`config.mk`:
```
export PLATFORM = sky130hd
export DESIGN_NAME = pause_flow_ctrl
export DESIGN_NICKNAME = d
export VERILOG_FILES = /design/src/rtl/pfc_pkg.sv /design/src/rtl/pf_rx_parser.sv /design/src/rtl/pf_quanta_timer.sv /design/src/rtl/pause_flow_ctrl.sv
export SDC_FILE = /design/constraint.sdc
export NUM_CORES = 1
export LEC_CHECK = 0
export ABC_AREA = 1
export BUFFER_PORTS_ARGS = -buffer_cell sky130_fd_sc_hd__buf_2
export CAP_MARGIN = 20
export CORE_UTILIZATION = 55
export DETAILED_ROUTE_END_ITERATION = 12
export PLACE_DENSITY = 0.78
export RECOVER_POWER = 25
export SKIP_CTS_REPAIR_TIMING = 1
export SLEW_MARGIN = 20
export SYNTH_ARGS = -nofsm -noshare
export SYNTH_HDL_FRONTEND = slang
export SYNTH_SLANG_ARGS = --single-unit
export TNS_END_PERCENT = 20
```
`constraint.sdc`:
```
create_clock -name clk -period 2.49 [get_ports clk]
set_input_delay 0.249 -clock clk [delete_from_list [all_inputs] [get_ports clk]]
set_output_delay 0.249 -clock clk [all_outputs]
set_load 0.01 [all_outputs]
```
`src/rtl/pfc_pkg.sv`:
```
package pfc_pkg;
  localparam int NPRIO      = 8;
  localparam int HDR_FIRST  = 12;
  localparam int HDR_LAST   = 33;
  localparam int HDR_BYTES  = HDR_LAST - HDR_FIRST + 1;
  localparam int MIN_PAUSE  = 18;
  localparam int MIN_PFC    = 34;
  localparam logic [15:0] CTL_ETYPE = 16'h8808;
  localparam logic [15:0] OP_PAUSE  = 16'h0001;
  localparam logic [15:0] OP_PFC    = 16'h0101;

  function automatic logic [7:0] resv_mc_byte(input int idx);
    case (idx)
      0:       return 8'h01;
      1:       return 8'h80;
      2:       return 8'hC2;
      5:       return 8'h01;
      default: return 8'h00;
    endcase
  endfunction

  function automatic logic [7:0] addr_byte(input logic [47:0] addr, input int idx);
    return addr[8*(5-idx) +: 8];
  endfunction

  // big-endian 16-bit word at frame offset off, from the captured header bytes
  function automatic logic [15:0] hdr_word(input logic [8*HDR_BYTES-1:0] hdr, input int off);
    return {hdr[8*(off-HDR_FIRST) +: 8], hdr[8*(off-HDR_FIRST+1) +: 8]};
  endfunction

  function automatic int pfc_time_off(input int prio);
    return 18 + 2*prio;
  endfunction
endpackage

```
`src/rtl/pf_rx_parser.sv`:
```
module pf_rx_parser
  import pfc_pkg::*;
(
  input  logic                     clk,
  input  logic                     rst_n,
  input  logic                     rx_valid,
  input  logic [7:0]               rx_data,
  input  logic                     rx_sof,
  input  logic                     rx_eof,
  input  logic                     rx_good,
  input  logic [47:0]              station_addr,
  output logic                     frame_done,
  output logic                     frame_good,
  output logic                     mc_hit,
  output logic                     uc_hit,
  output logic [5:0]               frame_len,
  output logic [8*HDR_BYTES-1:0]   hdr
);
  logic [5:0] pos;
  logic [4:0] hidx;
  logic       in_da, in_hdr;

  assign pos    = rx_sof ? 6'd0 : frame_len;
  assign in_da  = (pos < 6'd6);
  assign in_hdr = (pos >= 6'(HDR_FIRST)) && (pos <= 6'(HDR_LAST));
  assign hidx   = 5'(pos - 6'(HDR_FIRST));

  always_ff @(posedge clk) begin
    if (!rst_n) begin
      frame_done <= 1'b0;
      frame_good <= 1'b0;
      mc_hit     <= 1'b0;
      uc_hit     <= 1'b0;
      frame_len  <= '0;
      hdr        <= '0;
    end else begin
      frame_done <= rx_valid & rx_eof;
      if (rx_valid) begin
        frame_good <= rx_good;
        frame_len  <= (pos == 6'd63) ? pos : pos + 6'd1;
        if (in_da) begin
          mc_hit <= (rx_sof | mc_hit) & (rx_data == resv_mc_byte(int'(pos)));
          uc_hit <= (rx_sof | uc_hit) & (rx_data == addr_byte(station_addr, int'(pos)))
                    & ~station_addr[40];
        end
        if (in_hdr) hdr[8*hidx +: 8] <= rx_data;
      end
    end
  end

  // length grows by one per byte within a frame until saturation
  a_r11_len_step: assert property (@(posedge clk) disable iff (!rst_n)
    rx_valid && !rx_sof && frame_len < 6'd63 |=> frame_len == $past(frame_len) + 6'd1);
  // a completion pulse follows exactly a sampled last byte
  a_r8_done_follows_eof: assert property (@(posedge clk) disable iff (!rst_n)
    frame_done |-> $past(rx_valid && rx_eof));
endmodule

```
`src/rtl/pf_quanta_timer.sv`:
```
module pf_quanta_timer #(
  parameter int QUANTUM_CYCLES = 64,
  parameter int TIME_W         = 16
) (
  input  logic              clk,
  input  logic              rst_n,
  input  logic              clr,
  input  logic              load,
  input  logic [TIME_W-1:0] load_val,
  output logic              paused
);
  localparam int CW = (QUANTUM_CYCLES > 1) ? $clog2(QUANTUM_CYCLES) : 1;
  localparam logic [CW-1:0] CMAX = CW'(QUANTUM_CYCLES - 1);

  logic [TIME_W-1:0] quanta;
  logic [CW-1:0]     cyc;
  logic              quantum_end;

  assign quantum_end = (quanta != '0) && (cyc == CMAX);
  assign paused      = (quanta != '0);

  always_ff @(posedge clk) begin
    if (!rst_n || clr) begin
      quanta <= '0;
      cyc    <= '0;
    end else if (load) begin
      quanta <= load_val;
      cyc    <= '0;
    end else if (quantum_end) begin
      quanta <= quanta - 1'b1;
      cyc    <= '0;
    end else if (quanta != '0) begin
      cyc    <= cyc + 1'b1;
    end
  end

  a_r10_clear_drops: assert property (@(posedge clk) disable iff (!rst_n)
    clr |=> !paused);
  a_r9_zero_releases: assert property (@(posedge clk) disable iff (!rst_n)
    load && !clr && load_val == '0 |=> !paused);
  a_r2_holds_mid_quantum: assert property (@(posedge clk) disable iff (!rst_n)
    paused && !clr && !load && !quantum_end |=> paused);
  a_r9_reload_value: assert property (@(posedge clk) disable iff (!rst_n)
    load && !clr |=> quanta == $past(load_val));
endmodule

```
`src/rtl/pause_flow_ctrl.sv`:
```
module pause_flow_ctrl
  import pfc_pkg::*;
#(
  parameter int QUANTUM_CYCLES = 64,
  parameter int TIME_W         = 16
) (
  input  logic        clk,
  input  logic        rst_n,
  input  logic        rx_valid,
  input  logic [7:0]  rx_data,
  input  logic        rx_sof,
  input  logic        rx_eof,
  input  logic        rx_good,
  input  logic [47:0] station_addr,
  input  logic        rx_fc_en,
  input  logic        unicast_det_en,
  input  logic        pfc_en,
  input  logic        full_duplex,
  output logic        tx_pause,
  output logic [7:0]  prio_pause
);
  logic                   frame_done, frame_good, mc_hit, uc_hit;
  logic [5:0]             frame_len;
  logic [8*HDR_BYTES-1:0] hdr;

  pf_rx_parser u_parser (
    .clk(clk), .rst_n(rst_n), .rx_valid(rx_valid), .rx_data(rx_data),
    .rx_sof(rx_sof), .rx_eof(rx_eof), .rx_good(rx_good),
    .station_addr(station_addr), .frame_done(frame_done), .frame_good(frame_good),
    .mc_hit(mc_hit), .uc_hit(uc_hit), .frame_len(frame_len), .hdr(hdr)
  );

  // named decode events
  logic              fc_active, addr_ok, ctl_frame, pause_cmd, pfc_cmd;
  logic [15:0]       etype, opcode, word16;
  logic [NPRIO-1:0]  pfc_load;

  assign fc_active = rx_fc_en & full_duplex;
  assign addr_ok   = mc_hit | (unicast_det_en & uc_hit);
  assign etype     = hdr_word(hdr, 12);
  assign opcode    = hdr_word(hdr, 14);
  assign word16    = hdr_word(hdr, 16);
  assign ctl_frame = frame_done & frame_good & fc_active & addr_ok & (etype == CTL_ETYPE);
  assign pause_cmd = ctl_frame & (opcode == OP_PAUSE) & (frame_len >= 6'(MIN_PAUSE));
  assign pfc_cmd   = ctl_frame & pfc_en & (opcode == OP_PFC) & (frame_len >= 6'(MIN_PFC));

  pf_quanta_timer #(.QUANTUM_CYCLES(QUANTUM_CYCLES), .TIME_W(TIME_W)) u_global (
    .clk(clk), .rst_n(rst_n), .clr(!fc_active), .load(pause_cmd),
    .load_val(TIME_W'(word16)), .paused(tx_pause)
  );

  for (genvar k = 0; k < NPRIO; k++) begin : g_prio
    assign pfc_load[k] = pfc_cmd & word16[k];
    pf_quanta_timer #(.QUANTUM_CYCLES(QUANTUM_CYCLES), .TIME_W(TIME_W)) u_tmr (
      .clk(clk), .rst_n(rst_n), .clr(!fc_active), .load(pfc_load[k]),
      .load_val(TIME_W'(hdr_word(hdr, pfc_time_off(k)))), .paused(prio_pause[k])
    );
    a_r6_rise_needs_pfc: assert property (@(posedge clk) disable iff (!rst_n)
      $rose(prio_pause[k]) |-> $past(pfc_load[k]));
  end

  a_r2_rise_needs_pause: assert property (@(posedge clk) disable iff (!rst_n)
    $rose(tx_pause) |-> $past(pause_cmd));
  a_r10_inactive_quiet: assert property (@(posedge clk) disable iff (!rst_n)
    !fc_active |=> !tx_pause && prio_pause == '0);
  a_r6_pfc_leaves_global: assert property (@(posedge clk) disable iff (!rst_n)
    pfc_cmd && fc_active && !tx_pause |=> !tx_pause);
  a_r8_bad_frame_idle: assert property (@(posedge clk) disable iff (!rst_n)
    frame_done && !frame_good && !tx_pause |=> !tx_pause);
endmodule

```
* After elaboration in Yosys (flattened, before gate mapping) *
Cells that the tools add are included.

storage, ports and cells
  register bits = 384
  bits of input ports = 66
  output and inout port bits = 9
  logic and storage cells = 168

cells by class
  add/sub/neg operators = 22
  order comparisons = 5
  equality and inequality tests = 18
  shifts and indexed selects = 3
  muxes and demuxes = 25
  bitwise operators = 27
  reductions and logical operators = 44

operator list
  operator                                                 count
  two-way mux 16 bit                                       18
  bitwise mux 176 bit                                      1
  variable shift 8 x 34 -> 176 bit (first input constant)  1
  variable part select 8 x 34 -> 176 bit                   1
  nonzero test 16 bit                                      9
  subtractor 16 x 1 -> 16 bit (second input constant)      9
  adder 6 x 1 -> 6 bit (second input constant)             10
  equality test 6 bit (second input constant)              10
  variable part select 48 x 32 -> 8 bit                    1
  negator 8 -> 34 bit                                      1
  OR reduction 3 bit                                       9
  two-way mux 8 bit                                        3
  one-hot mux 8 bit (3 select lines)                       1
  AND 1 bit                                                23
  nonzero test 2 bit                                       9
  equality test 16 x 1 -> 1 bit (second input constant)    1
  equality test 16 bit (second input constant)             1
  equality test 16 x 9 -> 1 bit (second input constant)    1
  equality test 8 bit                                      2
  two-way mux 6 bit                                        2
  logical AND 1 bit                                        10
  subtractor 3 x 6 -> 7 bit (first input constant)         1
  equality test 6 x 1 -> 1 bit (second input constant)     1
  equality test 6 x 2 -> 1 bit (second input constant)     1
  other kinds (14)                                         18

* Logic depth before layout (Yosys ltp) *
Gate-level depths: netlist (run 1).

  depth after elaboration = 9
  gate-level depth with buffers = 19
  gate-level depth less buffers = 17

* Modules after synthesis *
From an unflattened synthesis (run 1), not the netlist that was laid out.

unflattened totals
  cell total of the unflattened synthesis = 3,659
  area, all modules = 23,286.1 sq um

by module, submodules not included
  module           instances  cells each  area an instance (sq um)
  pf_quanta_timer  9          260         1,600.3
  pf_rx_parser     1          1,246       8,584.5
  pause_flow_ctrl  1          73          299.0

* Worst setup path before layout (run 1) *
Ideal clock, no wire load.

  path kind = register -> register
  start = register u_parser.frame_len[0]
  end = register u_parser.hdr[132]
  library setup time = 0.128 ns
  arrival = 2.553 ns
  required time = 2.362 ns
  setup slack = -0.190 ns
  cell stages (with the launch flop) = 17
  period minus slack after synthesis = 2.680 ns
  path through = dfxtp_1 buf_2 nand2_1 buf_2 buf_2 ha_1 inv_1 nor2_2 ha_1 nand2_4 nor2_8 nand2_2 inv_2 buf_2 o21ai_0 o21ai_0 nor2_1

between the ends
  cells in the longest elaborated chain, start to end = 5
  elaborated cells between the ends (all ways) = 10
  those cells by class = add/sub (2); order compare (2); shift (2); mux (2); reduce/logical (2)

RTL lines
  element                                                                                            line                source
  start: declaration                                                                                 pf_rx_parser.sv:16  output logic [5:0] frame_len,
  start signal: assignment                                                                           pf_rx_parser.sv:40  frame_len <= (pos == 6'd63) ? pos : pos + 6'd1;
  two-way mux 6 bit *                                                                                pf_rx_parser.sv:23  assign pos = rx_sof ? 6'd0 : frame_len;
  subtractor 5 x 4 -> 5 bit                                                                          pf_rx_parser.sv:26  assign hidx = 5'(pos - 6'(HDR_FIRST));
  negator 8 -> 34 bit                                                                                pf_rx_parser.sv:46  if (in_hdr) hdr[8*hidx +: 8] <= rx_data;
  variable part select 8 x 34 -> 176 bit / variable shift 8 x 34 -> 176 bit (equally long branches)  pf_rx_parser.sv:46
  bitwise mux 176 bit                                                                                pf_rx_parser.sv:46
  end signal: indexed assignment                                                                     pf_rx_parser.sv:46
  end: declaration                                                                                   pf_rx_parser.sv:17  output logic [8*HDR_BYTES-1:0] hdr

Mark *: on every way between the ends. The rest lies on a longest branch, timed or not.
A chain may end at the register's enable or synchronous reset.

* Worst setup path in the final report (run 1) *
  start = register u_parser.frame_len[1]
  end = register u_parser.hdr[45]

Same word-level chain as after synthesis.

==> reports/summary.md, run 1 <==
The worst-case headroom to the max-slew limit was 42.1%. Global routing used 28.8% of the available tracks across all layers. TritonCTS built the clock tree. The synthesized area per cell works out to 6.70 um2. Summed over all nets, the half-perimeter wirelength after detailed placement is 40.2 mm.

Combinational cells account for 5.9% of the total power. Layout overhead on the synthesized area: 13.3%. STA classifies the critical path endpoint as a flip-flop. The fraction of the mapped netlist area in simple logic gates is 31.5%. Synthesis instantiated 52 different standard cells from the library. Across the run, the number of max-cap violations was 0. The via count normalized by instance count is 5.54, and the pre-CTS worst setup slack is -126 ps. On the final layout, the worst clock skew is 19.8 ps. In the synthesized netlist, the number of instances is 3087. Setup repair after global routing could not meet its margin everywhere. The min-delay analysis places its worst path in the category input port to flip-flop. The routed layout has 20352 vias. The congestion estimate from routability-driven global placement came to 0.940.

The power per cell area came out at 566 nW/um2. The Yosys step of the flow raised 0 warnings. Setup violations remaining at the end of the flow were counted as 0. Once the floorplan was initialized, standard cells occupied 56.2% of the core. The die covers 38400 um2. The mapped netlist covers 20700 um2. Synthesis inferred 384 register bits. Clock tree synthesis selected as its root buffer the cell sky130_fd_sc_hd__clkbuf_16.

The clock network burns 47.5% of the power. The peak ir drop on the vdd network is 0.482 mV, and the vertical die dimension is 196 um. The fraction of the yosys area taken by sequential cells is 37.2%, and the width of the chip is 196 um.

The average wire length per cell after detail routing is 15.1 um, and the pin count of the biggest net entering global routing is 162. 75 I/O pins were placed. The clock period could shrink to 2390 ps.

Of the total power, the share spent switching nets is 23.2%. The post-route netlist has 10.5% of its cells at a drive strength greater than 1. Counting the buffers created by CTS gives 42. For this run, design rule violations remaining after detail routing come to 0. Counting the fill cells in the layout gives 3254.

For this block, the initial DRC count from the detailed router was 1799. Dominant combinational cell family by area after synthesis: simple AND/OR/NAND/NOR gates. The setup slack of the critical path after layout came out at 101 ps.

The number of nets in the synthesized netlist was 3178; the data required time of the worst path was 2980 ps. The tools report the number of hold-slack violations in the final timing report as 0. After detailed routing, the total wire length is 55.6 mm. For the final routed database, the setup TNS stands at 0 ps.

The clock-pin slew on the worst setup and hold paths was 60 ps; the clock insertion delay at the later pin of the skew report was 570 ps. The synthesized netlist devotes 13.7% of its cell area to compound gates. The share of the synthesized area in the top cell type was 37.2%; the number of antenna-violating nets in the routed design was 0.

Of all cell types, the one taking the most synthesized area is sky130_fd_sc_hd__dfxtp_1. The hold path depth was 3. The top fanout value on the critical path works out to 16. The TritonCTS sink count is 384, and the reported leakage power is 0.0108 uW.

Static timing analysis puts the maximum clock frequency at 419 MHz. The run gives 0 as the count of final max-slew check failures. STA classifies the critical path startpoint as a flip-flop. For the pin with the worst max-slew slack, the measured transition is 847 ps. The total overflow left after global routing is 0. The via count of the first global-routing pass is 18659. Before antenna repair, the detailed router went through 6 iterations. The internal power of the cells is 10200 uW. The worst register-to-register path has a depth of 13.

Of the total synthesized cell area, the portion taken by XOR and XNOR cells is 5.16%. The floorplan row count was 70. The run finished with clean final reports. The first global-routing pass estimated 91.3 mm of wire. The mux cell area share after synthesis was 0%.

The critical path is of the flip-flop to flip-flop type. The area of the core region is 36800 um2, and the arithmetic-cell share of the synthesized area counting full adders, half adders and majority gates is 1.51%. The count of buffers added on input and output ports is 74.

In the final design database the tool counted 3269 nets. By area the synthesized netlist is led by sky130_fd_sc_hd__dfxtp_1, sky130_fd_sc_hd__nand2_1, sky130_fd_sc_hd__nand3_1. For the number of antenna violations at the first check in global routing, the log shows 1.

The share of the clock period used by the worst path works out to 95.9%. In this run the power spent charging and discharging nets is 3070 uW. The logs give 46.6% for the sequential power share and 63.7% for the utilization after layout. Maximum root-to-sink buffer count: 3. For the worst setup path, the data arrival time is 2880 ps. The H-tree was split into 2 levels.
power by group through the flow:
stage	Combinational [uW]	Clock [uW]	Sequential (uW)
5_1_grt	846	6630	6180
2_1_floorplan	446	0	6310
3_5_place_dp	752	0	6310
4_1_cts	756	6400	6180
6_report	782	6300	6180
3_3_place_gp	745	0	6310
sequential cells by signal, indices dropped and copies added (netlist names):
name	cells
u_global.quanta	16
u_global.cyc	6
u_parser.hdr	176
u_parser.frame_done	1
u_parser.frame_len	6
g_prio.u_tmr.quanta	128
u_parser.frame_good	1
u_parser.mc_hit	1
u_parser.uc_hit	1
g_prio.u_tmr.cyc	48
final cells by class:
type	count	area, um2	area share (%)
Inverter	439	1660	7.10
Clock buffer	58	1200	5.13
Clock inverter	12	176	0.752
Antenna cell	1	2.50	0.0107
Sequential cell	384	7690	32.8
Multi-Input combinational cell	2131	10900	46.4
Tap cell	468	586	2.50
Timing Repair Buffer	180	1250	5.35
path summary, 6_finish.rpt:
path                             to             startpoint  slack [ps]
setup / recovery   u_parser.hdr[45]  u_parser.frame_len[1]         100
hold / removal      u_parser.hdr[6]             rx_data[6]          20
setup reg to reg   u_parser.hdr[45]  u_parser.frame_len[1]         100
hold reg to reg   u_parser.hdr[146]      u_parser.hdr[146]         460
critical path, cell delays in order (launching register included):
cell,delay [ps]
sky130_fd_sc_hd__dfxtp_2,380
sky130_fd_sc_hd__nand2_1,100
sky130_fd_sc_hd__ha_1,220
sky130_fd_sc_hd__inv_2,100
sky130_fd_sc_hd__nor2_2,90
sky130_fd_sc_hd__ha_4,160
sky130_fd_sc_hd__inv_1,80
sky130_fd_sc_hd__nand3_2,80
sky130_fd_sc_hd__nor2_1,160
sky130_fd_sc_hd__nand2_2,120
sky130_fd_sc_hd__nor3_1,350
sky130_fd_sc_hd__buf_12,190
sky130_fd_sc_hd__o21ai_0,100
sky130_fd_sc_hd__a21oi_1,170
through the flow:
| step | area (um2) | power (uW) | instances | hold WS [ps] |
|---|---|---|---|---|
| global placement | 21900 | 7060 | 3596 | 437 |
| CTS | 23300 | 13300 | 3666 | -91.7 |
| floorplan | 20700 | 6750 | 3087 | 372 |
| detailed placement | 21900 | 7060 | 3596 | 451 |
| global route | 23400 | 13700 | 3672 | 25.6 |
| finish | 23400 | 13300 | 3673 | 24.1 |
per-layer routing:
layer  GRT usage, %  vias up  part of all wire, %
met3           5.23      110                  6.7
met2           45.9      669                   45
met5              0        -                    0
met4           10.4        0                  3.2
li1               -    10208                    -
met1           39.0     9365                   46
cell usage after synthesis (all sizes together):
cell and number:
o211a 1, ha 25, dfxtp 384, inv 435, and3 1, nor4 13
o221ai 6, and3b 1, nand2 549, or3 4, or2 10, nand3b 4
a211oi 11, xor2 99, nor3b 12, nor3 77, nor2 371, a21oi 192
clkbuf 76, xnor2 22, buf 57, a21boi 2, a31oi 13, o211ai 37
o31ai 4, nand3 369, a21o 1, nand4 50, o21a 4, a221oi 2
a2111oi 1, o21ai 250, clkinv 4
layout by cell type (no fill, tap or decap), types with 22 or more instances in the layout:
cell,Yosys,final
sky130_fd_sc_hd__a21oi_1,192,191
sky130_fd_sc_hd__buf_2,32,73
sky130_fd_sc_hd__buf_4,20,91
sky130_fd_sc_hd__clkbuf_16,0,43
sky130_fd_sc_hd__dfxtp_1,384,382
sky130_fd_sc_hd__ha_1,25,22
sky130_fd_sc_hd__inv_1,418,414
sky130_fd_sc_hd__nand2_1,537,532
sky130_fd_sc_hd__nand3_1,364,361
sky130_fd_sc_hd__nand4_1,49,49
sky130_fd_sc_hd__nor2_1,354,346
sky130_fd_sc_hd__nor3_1,73,73
sky130_fd_sc_hd__o211ai_1,37,37
sky130_fd_sc_hd__o21ai_0,243,242
sky130_fd_sc_hd__xnor2_1,22,22
sky130_fd_sc_hd__xor2_1,98,98
logic make-up (layout without fill, tap and decap cells):
logic type,Yosys count,after routing
compound gates,524,524
xor+xnor,121,121
fa+ha+maj,25,25
buf+inv,572,689
flops,384,384
other cells,0,1
simple gates,1461,1461
No activity file was read; power rests on OpenSTA's default activity.
==> run 2, diff against run 1 <==
--- a/config.mk
+++ b/config.mk
@@ -8,12 +8,13 @@
 export ABC_AREA = 1
 export BUFFER_PORTS_ARGS = -buffer_cell sky130_fd_sc_hd__buf_2
 export CAP_MARGIN = 20
+export CORE_ASPECT_RATIO = 1.1
 export CORE_UTILIZATION = 55
 export DETAILED_ROUTE_END_ITERATION = 12
 export PLACE_DENSITY = 0.78
 export RECOVER_POWER = 25
 export SKIP_CTS_REPAIR_TIMING = 1
-export SLEW_MARGIN = 20
+export SLEW_MARGIN = 40
 export SYNTH_ARGS = -nofsm -noshare
 export SYNTH_HDL_FRONTEND = slang
 export SYNTH_SLANG_ARGS = --single-unit
==> run 2 against run 1 <==
Net effect:
- global-route usage fell by 0.47 points
- power rose by 2.5%
- die area about the same
- critical endpoint is now g_prio[4].u_tmr.quanta[14]
- worst setup slack better by 15 ps
- sequential share of layout area fell by 0.39 points
- first-iteration DRC count decreased by 7.8%
- largest power group unchanged
==> reports/summary.md, run 2 (synthesized netlist as in run 1, its figures left out) <==
The clock-pin slew on the worst setup and hold paths was 70 ps (was 60 ps); the maximum root-to-sink buffer count was 3 (unchanged). The run gives 37100 um2 (was 36800 um2) as the area of the core region. Class of the most critical setup path: flip-flop to flip-flop (unchanged). The global-route congestion overflow total is 0 (unchanged), and the floorplan row count is 74 (was 70). Critical-path cell list: inv_1 > nor3_1 > nand4_1 > nor2_1 > nand2_4 > nor2_1 > buf_4 > inv_1 > nand2_1 > nor2_1 > o21ai_0 > inv_1 (was nand2_1 > ha_1 > inv_2 > nor2_2 > ha_4 > inv_1 > nand3_2 > nor2_1 > nand2_2 > nor3_1 > buf_12 > o21ai_0 > a21oi_1).

The measured slew at the worst slew-check pin was 701 ps (was 847 ps). The tools report the final-report setup violation count as 0 (unchanged). TritonCTS built the clock tree.

Class of the tightest hold or removal check: input port to flip-flop (unchanged). For the number of antenna-violating nets in the routed design, the log shows 0 (unchanged). The I/O pin count was 75 (unchanged); the post-layout minimum cycle time was 2370 ps (was 2390 ps). Starting DRC count in detailed routing: 1658 (was 1799). Layout overhead on the synthesized area: 14.7% (was 13.3%). The TritonCTS sink count came out at 384 (unchanged). The final standard cell area without fillers came out at 23700 um2 (was 23400 um2).

The total area of multi-input combinational cells was 10900 um2 (about the same). The final weighted congestion in routability-driven placement came out at 0.966 (was 0.940). The flip-flop count of the largest register after layout was 176 (unchanged); the placed cell area was 22100 um2 (was 21900 um2). The run gives 55.8 mm (was 55.6 mm) as the routed wire length. The tools report the placed cell count as 3653 (was 3596). The pin count of the biggest net entering global routing came out at 162 (unchanged).

Critical path launch point type: a flip-flop (unchanged). Width of the chip: 187 um (was 196 um). The run gives 0.0110 uW (was 0.0108 uW) as the reported leakage power. The logs give 38400 um2 (about the same) for the floorplan die area and 0 (unchanged) for the number of DRC violations after detailed routing. The logs give 52.8% (was 42.1%) for the worst-case headroom to the max-slew limit and 421 MHz (was 419 MHz) for the maximum clock rate. The peak per-stage delay on the critical path works out to 320 ps (was 380 ps).

The average wire length per cell after detail routing was 15.0 um (was 15.1 um). The vertical die dimension was 205 um (was 196 um); the antenna cell count was 0 (was 1). The logs give 0.517 mV (was 0.482 mV) for the peak ir drop on the vdd network and 19.0 ps (was 19.8 ps) for the clock tree skew after final layout.

The clock insertion delay at the later pin of the skew report is 560 ps (was 570 ps). The share of the clock period used by the worst path works out to 95.3% (was 95.9%). The register area is 7690 um2 (about the same).

Power per cell area: 573 nW/um2 (was 566 nW/um2). The number of standard cells in the layout, taps in and fillers out came out at 3729 (was 3673). Most common cell after layout, fill and taps aside: sky130_fd_sc_hd__nand2_1 (unchanged).

Setup repair after global routing could not meet its margin everywhere. The number of hold-slack violations in the final timing report is 0 (unchanged). The buffer type at the clock tree root was sky130_fd_sc_hd__clkbuf_16 (unchanged). Cell family with the largest share of critical-path delay: simple AND/OR/NAND/NOR gates (unchanged). The run gives 0 (unchanged) as the max-cap violation count. The via count normalized by instance count is 5.48 (was 5.54), and the count of final max-slew check failures is 0 (unchanged). The utilization after layout came out at 63.9% (was 63.7%). Most frequent cells in the layout: sky130_fd_sc_hd__nand2_1, sky130_fd_sc_hd__inv_1, sky130_fd_sc_hd__dfxtp_1 (unchanged).

The run gives 8 (was 6) as the detailed-routing iteration count for the pre-antenna-repair pass. Largest registers ranked by flip-flop count: u_parser.hdr x176, g_prio.u_tmr.quanta x128, g_prio.u_tmr.cyc x48 (unchanged). The number of buffer cells added on primary ports is 74 (unchanged), and the data required time of the worst path is 2940 ps (was 2980 ps). The tools report the worst hold slack after final layout as 11.0 ps (was 24.1 ps). Fraction of layout cells with a size suffix above 1: 11.4% (was 10.5%). The via count of the first global-routing pass is 18477 (was 18659), and the number of antenna violations at the first check in global routing is 0 (was 1). The slowest library cell on the worst path is sky130_fd_sc_hd__nor2_1 (was sky130_fd_sc_hd__dfxtp_2).

For the first-pass GRT wire length, the log shows 90.4 mm (was 91.3 mm). The flow ran to the end, and the final reports show no timing, DRC or antenna violations. The run gives 41 (was 42) as the number of buffers created by CTS.

Kind of end point of the critical path: a flip-flop (unchanged). The run gives 28.4% (was 28.8%) as the overall global routing resource usage. The total vias in the final route was 20427 (was 20352).

Critical path buffer and inverter count: 4 (was 3). The top fanout value on the critical path is 12 (was 16), and the count of filler cells inserted in the layout is 3307 (was 3254). The data arrival time at the worst-slack endpoint came out at 2820 ps (was 2880 ps). The deepest level of the CTS H-tree is 2 (unchanged), and the placed wire-length estimate after detailed placement is 40.8 mm (was 40.2 mm). The starting density of the core was 55.7% (was 56.2%); the final net count was 3295 (was 3269). The top register by number of flip-flops is u_parser.hdr (unchanged).
-- run 2: cell count changes in the layout (fill, tap and decap cells not counted), sizes merged --
cell | previous run | this run
buf | 173 | 199
clkbuf | 63 | 60
inv | 436 | 437
dlygate4sd3 | 2 | 1
clkinvlp | 3 | 4
clkinv | 8 | 12
diode | 1 | 0
bufinv | 4 | 7
-- run 2: area by class of cell --
| type | instances | area share (%) |
|---|---|---|
| multi-input cells | 2131 | 45.8 |
| inverters | 439 | 7.02 |
| repair buffers | 207 | 6.01 |
| clock buffers | 53 | 4.85 |
| clock inverters | 21 | 1.32 |
| flip-flops and latches | 384 | 32.4 |
| well taps | 494 | 2.61 |
-- run 2: final timing paths --
path                                     startpoint                          to  slack, ps  cells after the start
worst min-delay path                        rx_good         u_parser.frame_good         10                      3
worst max-delay path            u_parser.frame_good  g_prio[4].u_tmr.quanta[14]        120                     12
worst max register to register  u_parser.frame_good  g_prio[4].u_tmr.quanta[14]        120                     12
worst min register to register    u_parser.hdr[162]           u_parser.hdr[162]        440                      2
-- run 2: per-layer routing --
layer	vias to the layer above	share of wire [%]	track usage, %
met4	0	4.4	13.5
met1	9313	45	37.9
met2	702	44	45.6
met3	144	6.5	3.51
li1	10268	-	-
met5	-	0	0
-- run 2: through the flow --
stage / power (uW) / setup TNS, ps / worst slack, ps
detailed placement: 7080 / -23.0 / -23.0
CTS: 13600 / -166 / -85.0
global placement: 7070 / 0 / 90.3
floorplan: 6750 / 0 / 5.89
global route: 14000 / -164 / -45.9
finish: 13600 / 0 / 117
-- run 2: report_power, final --
part | switching [uW] | total (uW) | internal [uW]
Clock | 2610 | 6620 | 4020
Combinational | 533 | 791 | 258
Sequential | 12.4 | 6170 | 6160
Total | 3150 | 13600 | 10400
-- run 2: worst min-delay path, cell delays in order --
cell and delay (ps):
sky130_fd_sc_hd__buf_2 70, sky130_fd_sc_hd__o21ai_0 70, sky130_fd_sc_hd__a21oi_1 120
